[src/rtl/spi_flash_pkg.sv]
package spi_flash_pkg;

    typedef enum logic [1:0] {
        MODE_READ  = 2'd0,
        MODE_FREAD = 2'd1,
        MODE_WRITE = 2'd2,
        MODE_USER  = 2'd3
    } xfer_mode_e;

    typedef enum logic [2:0] {
        ST_IDLE,
        ST_ACK,
        ST_USER,
        ST_OPCODE,
        ST_ADDR,
        ST_DATA,
        ST_RELEASE
    } seq_state_e;

    localparam logic [7:0] OFS_CFG  = 8'h00;
    localparam logic [7:0] OFS_ADR  = 8'h04;
    localparam logic [7:0] OFS_CTRL = 8'h10;

    localparam logic [7:0] RST_OPCODE = 8'h03;

endpackage

[src/rtl/spi_flash_regs.sv]
module spi_flash_regs
    import spi_flash_pkg::*;
(
    input  logic        clk,
    input  logic        rst_n,
    input  logic        wr,
    input  logic [7:0]  ofs,
    input  logic [31:0] wdata,
    output logic [31:0] rdata,
    output logic        wr_enable,
    output logic        addr4,
    output xfer_mode_e  mode,
    output logic        cs_stop,
    output logic [7:0]  opcode
);

    always_ff @(posedge clk or negedge rst_n) begin
        if (!rst_n) begin
            wr_enable <= 1'b0;
            addr4     <= 1'b0;
            mode      <= MODE_READ;
            cs_stop   <= 1'b1;
            opcode    <= RST_OPCODE;
        end else if (wr) begin
            unique case (ofs)
                OFS_CFG:  wr_enable <= wdata[16];
                OFS_ADR:  addr4     <= wdata[0];
                OFS_CTRL: begin
                    mode    <= xfer_mode_e'(wdata[1:0]);
                    cs_stop <= wdata[2];
                    opcode  <= wdata[23:16];
                end
                default: ;
            endcase
        end
    end

    always_comb begin
        unique case (ofs)
            OFS_CFG:  rdata = {15'b0, wr_enable, 16'b0};
            OFS_ADR:  rdata = {31'b0, addr4};
            OFS_CTRL: rdata = {8'b0, opcode, 13'b0, cs_stop, mode};
            default:  rdata = 32'b0;
        endcase
    end

endmodule

[src/rtl/spi_flash_shifter.sv]
module spi_flash_shifter #(
    parameter int HALF_DIV = 2
) (
    input  logic       clk,
    input  logic       rst_n,
    input  logic       start,
    input  logic [7:0] tx,
    input  logic       miso,
    output logic       busy,
    output logic       done,
    output logic [7:0] rx,
    output logic       sck,
    output logic       mosi
);

    localparam int CNT_W = $clog2(HALF_DIV) + 1;

    logic [CNT_W-1:0] cnt_q;
    logic [2:0]       bit_q;
    logic [7:0]       tx_q;

    always_ff @(posedge clk or negedge rst_n) begin
        if (!rst_n) begin
            busy  <= 1'b0;
            done  <= 1'b0;
            rx    <= 8'h00;
            sck   <= 1'b0;
            mosi  <= 1'b0;
            cnt_q <= '0;
            bit_q <= '0;
            tx_q  <= 8'h00;
        end else begin
            done <= 1'b0;
            if (!busy) begin
                if (start) begin
                    busy  <= 1'b1;
                    tx_q  <= tx;
                    mosi  <= tx[7];
                    cnt_q <= '0;
                    bit_q <= '0;
                    sck   <= 1'b0;
                end
            end else if (cnt_q == CNT_W'(HALF_DIV - 1)) begin
                cnt_q <= '0;
                if (!sck) begin
                    sck <= 1'b1;
                    rx  <= {rx[6:0], miso};
                end else begin
                    sck <= 1'b0;
                    if (bit_q == 3'd7) begin
                        busy <= 1'b0;
                        done <= 1'b1;
                    end else begin
                        bit_q <= bit_q + 3'd1;
                        tx_q  <= {tx_q[6:0], 1'b0};
                        mosi  <= tx_q[6];
                    end
                end
            end else begin
                cnt_q <= cnt_q + CNT_W'(1);
            end
        end
    end

endmodule

[src/rtl/spi_flash_seq.sv]
module spi_flash_seq
    import spi_flash_pkg::*;
#(
    parameter int ADDR_W = 24
) (
    input  logic              clk,
    input  logic              rst_n,
    input  logic              req,
    input  logic              win,
    input  logic              we,
    input  logic              word,
    input  logic [ADDR_W-1:0] addr,
    input  logic [31:0]       wdata,
    input  logic              wr_enable,
    input  logic              addr4,
    input  xfer_mode_e        mode,
    input  logic [7:0]        opcode,
    input  logic [31:0]       reg_rdata,
    output logic              reg_wr,
    output logic [31:0]       rdata,
    output logic              ready,
    output logic              map_act,
    output logic              idle,
    output logic              sh_start,
    output logic [7:0]        sh_tx,
    input  logic              sh_busy,
    input  logic              sh_done,
    input  logic [7:0]        sh_rx
);

    seq_state_e        state_q, state_d;
    logic [1:0]        idx_q;
    logic              sent_q;
    logic              we_q, word_q;
    logic [ADDR_W-1:0] off_q;
    logic [31:0]       wd_q;
    logic [31:0]       addr32;
    logic [1:0]        alast, dlast, asel, dsel;
    logic              ignore_wr, byte_state, last_byte;

    assign addr32    = 32'(off_q);
    assign alast     = addr4 ? 2'd3 : 2'd2;
    assign dlast     = word_q ? 2'd3 : 2'd0;
    assign asel      = alast - idx_q;
    assign dsel      = word_q ? (2'd3 - idx_q) : 2'd0;
    assign ignore_wr = we && (!wr_enable || (mode != MODE_USER && mode != MODE_WRITE));

    // state register
    always_ff @(posedge clk or negedge rst_n) begin
        if (!rst_n) state_q <= ST_IDLE;
        else        state_q <= state_d;
    end

    // next state
    always_comb begin
        state_d = state_q;
        unique case (state_q)
            ST_IDLE: if (req) begin
                if (!win || ignore_wr)     state_d = ST_ACK;
                else if (mode == MODE_USER) state_d = ST_USER;
                else                        state_d = ST_OPCODE;
            end
            ST_USER:    if (sh_done && idx_q == dlast) state_d = ST_ACK;
            ST_OPCODE:  if (sh_done)                   state_d = ST_ADDR;
            ST_ADDR:    if (sh_done && idx_q == alast) state_d = ST_DATA;
            ST_DATA:    if (sh_done && idx_q == dlast) state_d = ST_RELEASE;
            ST_RELEASE: state_d = ST_ACK;
            ST_ACK:     state_d = ST_IDLE;
            default:    state_d = ST_IDLE;
        endcase
    end

    // outputs
    always_comb begin
        ready      = (state_q == ST_ACK);
        idle       = (state_q == ST_IDLE);
        map_act    = 1'b0;
        byte_state = 1'b0;
        last_byte  = 1'b0;
        sh_tx      = 8'h00;
        reg_wr     = (state_q == ST_IDLE) && req && !win && we;
        unique case (state_q)
            ST_USER: begin
                byte_state = 1'b1;
                last_byte  = (idx_q == dlast);
                sh_tx      = we_q ? wd_q[8*dsel +: 8] : 8'h00;
            end
            ST_OPCODE: begin
                byte_state = 1'b1;
                map_act    = 1'b1;
                last_byte  = 1'b1;
                sh_tx      = opcode;
            end
            ST_ADDR: begin
                byte_state = 1'b1;
                map_act    = 1'b1;
                last_byte  = (idx_q == alast);
                sh_tx      = addr32[8*asel +: 8];
            end
            ST_DATA: begin
                byte_state = 1'b1;
                map_act    = 1'b1;
                last_byte  = (idx_q == dlast);
                sh_tx      = we_q ? wd_q[8*dsel +: 8] : 8'h00;
            end
            default: ;
        endcase
        sh_start = byte_state && !sent_q && !sh_busy;
    end

    // request capture, byte index and read data
    always_ff @(posedge clk or negedge rst_n) begin
        if (!rst_n) begin
            idx_q  <= '0;
            sent_q <= 1'b0;
            we_q   <= 1'b0;
            word_q <= 1'b0;
            off_q  <= '0;
            wd_q   <= '0;
            rdata  <= '0;
        end else if (state_q == ST_IDLE) begin
            if (req) begin
                we_q   <= we;
                word_q <= word;
                off_q  <= addr;
                wd_q   <= wdata;
                idx_q  <= '0;
                sent_q <= 1'b0;
                rdata  <= (!win && !we) ? reg_rdata : 32'b0;
            end
        end else if (byte_state) begin
            if (sh_start) sent_q <= 1'b1;
            if (sh_done) begin
                sent_q <= 1'b0;
                idx_q  <= last_byte ? 2'd0 : idx_q + 2'd1;
                if ((state_q == ST_USER || state_q == ST_DATA) && !we_q)
                    rdata <= word_q ? {rdata[23:0], sh_rx} : {24'b0, sh_rx};
            end
        end
    end

endmodule

[src/rtl/spi_flash_ctl.sv]
module spi_flash_ctl
    import spi_flash_pkg::*;
#(
    parameter int ADDR_W   = 24,
    parameter int HALF_DIV = 2
) (
    input  logic              clk,
    input  logic              rst_n,
    input  logic              bus_req,
    input  logic              bus_win,
    input  logic              bus_we,
    input  logic              bus_word,
    input  logic [ADDR_W-1:0] bus_addr,
    input  logic [31:0]       bus_wdata,
    output logic [31:0]       bus_rdata,
    output logic              bus_ready,
    output logic              spi_sck,
    output logic              spi_cs_n,
    output logic              spi_mosi,
    input  logic              spi_miso
);

    logic        reg_wr, wr_enable, addr4, cs_stop;
    logic        map_act, seq_idle;
    logic [7:0]  opcode;
    logic [31:0] reg_rdata;
    xfer_mode_e  cur_mode;
    logic        sh_start, sh_busy, sh_done;
    logic [7:0]  sh_tx, sh_rx;

    spi_flash_regs u_regs (
        .clk(clk), .rst_n(rst_n), .wr(reg_wr), .ofs(bus_addr[7:0]),
        .wdata(bus_wdata), .rdata(reg_rdata), .wr_enable(wr_enable),
        .addr4(addr4), .mode(cur_mode), .cs_stop(cs_stop), .opcode(opcode)
    );

    spi_flash_seq #(.ADDR_W(ADDR_W)) u_seq (
        .clk(clk), .rst_n(rst_n), .req(bus_req), .win(bus_win), .we(bus_we),
        .word(bus_word), .addr(bus_addr), .wdata(bus_wdata),
        .wr_enable(wr_enable), .addr4(addr4), .mode(cur_mode), .opcode(opcode),
        .reg_rdata(reg_rdata), .reg_wr(reg_wr), .rdata(bus_rdata),
        .ready(bus_ready), .map_act(map_act), .idle(seq_idle),
        .sh_start(sh_start), .sh_tx(sh_tx), .sh_busy(sh_busy),
        .sh_done(sh_done), .sh_rx(sh_rx)
    );

    spi_flash_shifter #(.HALF_DIV(HALF_DIV)) u_shift (
        .clk(clk), .rst_n(rst_n), .start(sh_start), .tx(sh_tx),
        .miso(spi_miso), .busy(sh_busy), .done(sh_done), .rx(sh_rx),
        .sck(spi_sck), .mosi(spi_mosi)
    );

    assign spi_cs_n = (cur_mode == MODE_USER) ? cs_stop : !map_act;

endmodule

[config.mk]
export PLATFORM = sky130hd
export DESIGN_NAME = spi_flash_ctl
export DESIGN_NICKNAME = d
export VERILOG_FILES = /design/src/rtl/spi_flash_pkg.sv /design/src/rtl/spi_flash_regs.sv /design/src/rtl/spi_flash_shifter.sv /design/src/rtl/spi_flash_seq.sv /design/src/rtl/spi_flash_ctl.sv
export SDC_FILE = /design/constraint.sdc
export NUM_CORES = 1
export LEC_CHECK = 0
export BUFFER_PORTS_ARGS = -buffer_cell sky130_fd_sc_hd__buf_2
export CAP_MARGIN = 10
export CELL_PAD_IN_SITES_DETAIL_PLACEMENT = 1
export CELL_PAD_IN_SITES_GLOBAL_PLACEMENT = 1
export CORE_MARGIN = 8
export CORE_UTILIZATION = 45
export DETAILED_ROUTE_END_ITERATION = 12
export PLACE_DENSITY_LB_ADDON = 0.1
export SETUP_SLACK_MARGIN = 0.1
export SYNTH_ARGS = -nofsm -noshare
export SYNTH_HDL_FRONTEND = slang
export SYNTH_SLANG_ARGS = --single-unit
[constraint.sdc]
create_clock -name clk -period 2.4 [get_ports clk]
set_clock_uncertainty 0.15 [all_clocks]
set_input_delay 0.24 -clock clk [delete_from_list [all_inputs] [get_ports clk]]
set_output_delay 0.24 -clock clk [all_outputs]
set_load 0.05 [all_outputs]
# Word-level counts from Yosys, hierarchy flattened
# Index checks and enable logic that the tools add are counted.
# op_classes
add_sub_neg	5
multipliers	0
div_mod_pow	0
magnitude_cmp	0
eq_ne	23
shifts	2
muxes	66
bitwise	1
reduce_logical	42
# op_table
operator	count
$mux 32	6
$pmux 24 s3	1
$shiftx 32x6->8	2
$mux 7	5
$mux 3	11
$mux 1	28
$mux 24	1
$pmux 8 s3	1
$mux 2	10
$pmux 3 s6	1
$eq 3x3->1 const B	4
$ne 2x2->1 const B	6
$logic_and 1x1->1	11
$reduce_and 2->1	5
$reduce_and 3->1	3
$eq 8x3->1 const B	1
$eq 8x5->1 const B	1
$logic_not 8->1	1
$mux 8	1
$ne 2x1->1 const B	4
$reduce_and 4->1	2
$reduce_bool 2->1	4
$logic_not 1->1	7
$eq 3x2->1 const B	2
other kinds (17)	21
# totals
register_bits	133
latch_bits	0
mem_bits_rw	0
romBits	0
output_inout_bits	36
elab_cells	160
memories	0

# Longest topological paths before layout
# depth
depth_word	9
ltp_mapped	8
depth_no_buf	7

# Hierarchy
# Synthesis repeated with hierarchy kept, for this count alone.
# unflattened
hier_cells	521
area_unflattened_um2	6752.7
# modules_own_cells
mod	instances	cells_per_inst	area_per_inst_um2	seq_area_each_um2
spi_flash_seq	1	365	4805.9	2402.3
spi_flash_shifter	1	80	1072.3	600.6
spi_flash_regs	1	74	860.8	329.1
spi_flash_ctl	1	2	13.8	0.0

# Least setup slack after synthesis
# No wires, ideal clock.
# synth_path
kind	reg2reg
start	register u_shift.bit_q[0]
end	register u_shift.tx_q[1]
setup_ps	139
t_arrival_ps	1789
required_ps	2111
setup_slack_ps	323
stages_incl_launch_ff	7
period_less_slack_ps	2077
cell_sequence	dfrtp_1 > ha_1 > ha_1 > nor4b_4 > nor2_2 > a222oi_1 > nand3_1
# synth_between
elab_chain_len	3
# synth_lines
item	line_no	text
start: declaration	spi_flash_shifter.sv:19	logic [2:0] bit_q;
start signal: assignment	spi_flash_shifter.sv:54	bit_q <= bit_q + 3'd1;
$eq 3x3->1	spi_flash_shifter.sv:50	if (bit_q == 3'd7) begin
$ne 2x2->1 (no source line)	-	
$reduce_and 4->1 (no source line)	-	
end signal: assignment	spi_flash_shifter.sv:37	tx_q <= tx;
end signal: assignment	spi_flash_shifter.sv:55	tx_q <= {tx_q[6:0], 1'b0};
end: declaration	spi_flash_shifter.sv:20	logic [7:0] tx_q;
# Every way passes these cells.
# A chain may end at the register's enable or synchronous reset.

# Worst setup path after layout
# layout_path
start	register u_seq.state_q[2]
end	output port spi_cs_n
# layout_between
elab_chain_len	5
elab_cells_between_ends	7
classes_between	eq/ne (3); mux (2); reduce/logical (2)
# layout_lines
item	line_no	text
start: declaration	spi_flash_seq.sv:31	seq_state_e state_q, state_d;
start signal: assignment	spi_flash_seq.sv:51	else state_q <= state_d;
$eq 3x2->1 / $eq 3x3->1 (equally long branches)	spi_flash_seq.sv:82	unique case (state_q)
$reduce_or 3->1 (no source line) *	-	
$mux 1 *	spi_flash_seq.sv:82	
$logic_not 1->1 *	spi_flash_ctl.sv:53	assign spi_cs_n = (cur_mode == MODE_USER) ? cs_stop : !map_act;
$mux 1 *	spi_flash_ctl.sv:53	
end: declaration	spi_flash_ctl.sv:18	output logic spi_cs_n,
# Mark *: on every way between the ends. The rest lies on a longest branch, timed or not.

==> impl_metrics.py <==
metrics = {
    "timing": {
        "setup_slack_ns": 0.1901,
        "setup_viol": 0,
        "rsz0062_at_grt": "no",
        "whs_ns": 0.04738,
        "finalCritPeriodShare_pct": 92.08,
        "tightestPinTransition_ns": 0.6961,
        "drv_slew": 0,
        "max_freq_mhz": 452.5,
        "hold_viol_final": 0,
        "fin_crit_ns": 2.210,
        "tns_ns": 0,
        "slew_headroom_pct": 53.42,
    },
    "grt": {
        "grt_pass1_wl_um": 31080,
        "grt_start_max_net_pins": 63,
        "antenna_found_initial": 1,
        "grt-ovfl-total": 0,
        "first_global_vias": 5352,
        "track_usage_pct": 22.71,
    },
    "synth": {
        "synth_area_leaders": "dfrtp_1 (53%), mux2_2 (15%), nand2_1 (4.4%)",
        "syn-num-nets": 577,
        "synthTopCellsByCount": "dfrtp_1 (130), mux2_2 (80), nand2_1 (72)",
        "syn_area_per_cell_um2": 12.11,
        "synth_edf_count": 0,
        "ys_ff_latch": 133,
        "async_reset_ff_share_pct": 100.0,
        "synth_top_area_share_pct": 52.79,
        "yosys.cell_count.top_type": "dfrtp_1",
        "synth.distinct_cells": 56,
        "yosys_most_used_dff": "dfrtp_1",
        "synth_warnings": 0,
        "synthCells": 509,
        "synth_top_area_cell": "dfrtp_1",
        "yosysSeqAreaShare_pct": 54.07,
        "synth_area_mm2": 0.006162,
    },
    "setup_path": {
        "path_delay_family": "flip-flops",
        "critPathMaxStageDelay_ns": 0.45,
        "reg2reg_depth": 7,
        "cp-end-kind": "primary output",
        "start_kind": "flop",
        "path_buf_inv": 2,
        "crit_slowest_cell": "dfrtp_2",
        "reg2reg_from": "u_seq.state_q[2]",
        "cp_max_fo": 8,
        "rrSetupSlack_ns": 0.24,
        "worst_ep_arrival_time_ns": 1.82,
        "critical_path_class": "flop to primary output",
        "cp.required_ns": 2.01,
        "crit_path_cell_trace": "buf_4 > nor2b_2 > nand2_1 > a32o_2 > buf_6",
        "r2r-end": "u_regs.mode[0]",
    },
    "routing": {
        "firstDrtPassIters": 4,
        "drt_iter0_drc": 328,
        "drc": 0,
        "post_drt_wl_per_cell_um": 22.49,
        "vias": 4755,
        "viasPerCell": 5.447,
        "final_antenna_net_count": 0,
        "routed_wl_um": 19640,
    },
    "power_and_ir_drop": {
        "ir_drop_mv": 0.6337,
        "power_density_mw_per_mm2": 1423,
        "leakage_nw": 3.813,
    },
    "floorplan": {
        "die_x_um": 133.0,
        "num_rows": 42,
        "die_area_mm2": 0.01769,
        "dieHeight_um": 133.0,
        "ioPinCount": 99,
        "coreArea_mm2": 0.01330,
        "initial_utilization_pct": 46.35,
    },
    "cts": {
        "clock-sinks": 133,
        "clkTransAtPathRegs_ns": 0.06,
        "cts-root-buf": "clkbuf_16",
        "clockBufferDepth": 2,
        "cts_max_level": 4,
        "cts_buffers": 17,
        "post_cts_buffers": 0,
        "cts_tree": "yes",
        "clk_latency_ns": 0.42,
    },
    "hold_path": {
        "hold_end": "u_seq.off_q[4]",
        "hp-class": "primary input to flop",
        "whs_path_depth": 2,
        "hp-start": "bus_addr[4]",
    },
    "finish": {
        "syn_to_final_growth_pct": 32.32,
        "fin_util_pct": 61.33,
        "final_area_mm2": 0.008154,
        "drive_gt1_share_pct": 38.07,
        "finalNetCount": 751,
    },
    "placed_design": {
        "routabilityCongestion": 0.7687,
        "dp_hpwl_um": 12040,
        "preCtsSetupSlack_ns": 0.1944,
        "portBuffers": 98,
        "placed_area_mm2": 0.006948,
    },
    "outcome": {
        "status": "finished, final reports clean",
    },
    "flow_run": {
        "max_cap_violations": 0,
    },
}
-- worst max-delay path by stage --
stage,from,endpoint,slack (ns),cells past startpoint
after global routing,u_seq.state_q[2],u_regs.mode[0],0.12,7
after detailed placement,u_seq.idx_q[1],u_seq.state_q[0],0.19,7
after global placement,u_seq.state_q[0],u_seq.rdata[13],0.29,6
after floorplan,u_shift.bit_q[0],u_shift.tx_q[1],0.32,6
final,u_seq.state_q[2],spi_cs_n,0.19,5
after CTS,u_seq.state_q[2],spi_cs_n,0.11,5
-- worst reg2reg max path, stage by stage (launching register included) --
cell and delay, ns:
dfrtp_2 0.45, buf_4 0.17, nand2b_1 0.19, nor3_4 0.19, nand4_1 0.19, nor2_1 0.13
buf_4 0.21, mux2_2 0.37
-- per-layer routing --
layer / vias up / track usage [%] / share of wire, %
li1: 2167 / - / -
met2: 111 / 39.07 / 53
met1: 2457 / 27.55 / 42
met5: - / 0 / 0
met4: 0 / 5.741 / 1.2
met3: 20 / 6.094 / 4.1
-- where the power goes --
group / internal (mW) / switching (mW) / leakage (nW) / total (mW)
Sequential: 3.17 / 0.757 / 1.65 / 3.93
Clock: 1.64 / 0.986 / 0.284 / 2.63
Combinational: 2.08 / 2.96 / 1.88 / 5.04
-- per-stage QoR --
stage	power [mW]	instances
floorplan	7.305	509
global placement	8.496	781
detailed placement	8.692	781
CTS	11.44	872
global route	12.21	873
finish	11.60	873
-- cells by family after synthesis --
group | Yosys count | synth area share, %
AND/OR/NAND/NOR | 177 | 13.95
flip-flops | 133 | 54.07
multiplexers | 103 | 19.98
AO/OA/AOI/OAI | 53 | 7.229
buffers and inverters | 34 | 3.066
adder cells (fa/ha/maj) | 5 | 1.015
XOR/XNOR | 4 | 0.6905
-- flip-flops by register name (all words and copies together), names as in the netlist, 2 cells and up --
signal         flops
u_shift.cnt_q      2
u_seq.state_q      3
u_regs.mode        2
u_shift.tx_q       7
u_seq.rdata       32
u_seq.off_q       24
u_regs.opcode      8
u_seq.wd_q        32
u_shift.bit_q      3
u_shift.rx         8
u_seq.idx_q        2
-- cell usage in the layout (no fill, tap or decap), drive strengths merged, types with 9 or more instances in the layout --
cell	netlist	routed
buf	20	123
mux2i	15	15
nand2	73	73
dfrtp	130	130
dlygate4sd3	0	59
nand3	28	28
nor3	10	10
clkbuf	7	25
nand2b	12	12
nor2	32	32
mux2	80	80
a221oi	9	9
-- final cells by class --
type / count / area, um^2
inverters: 7 / 26.28
well taps: 176 / 220.2
clock inverters: 7 / 93.84
flip-flops and latches: 133 / 3333
multi-input cells: 342 / 2664
diodes: 1 / 2.502
fillers: 1390 / 5141
repair buffers: 182 / 1319
clock buffers: 25 / 495.5
-- repair_timing --
item / 4_1_cts / 5_1_grt
endpoints found under the hold margin: 129 / 0
gates resized for setup: 1 / 7
endpoints found under the setup margin: 1 / 15
hold buffers: 59 / 0
Power figures use the tool's default switching activity.
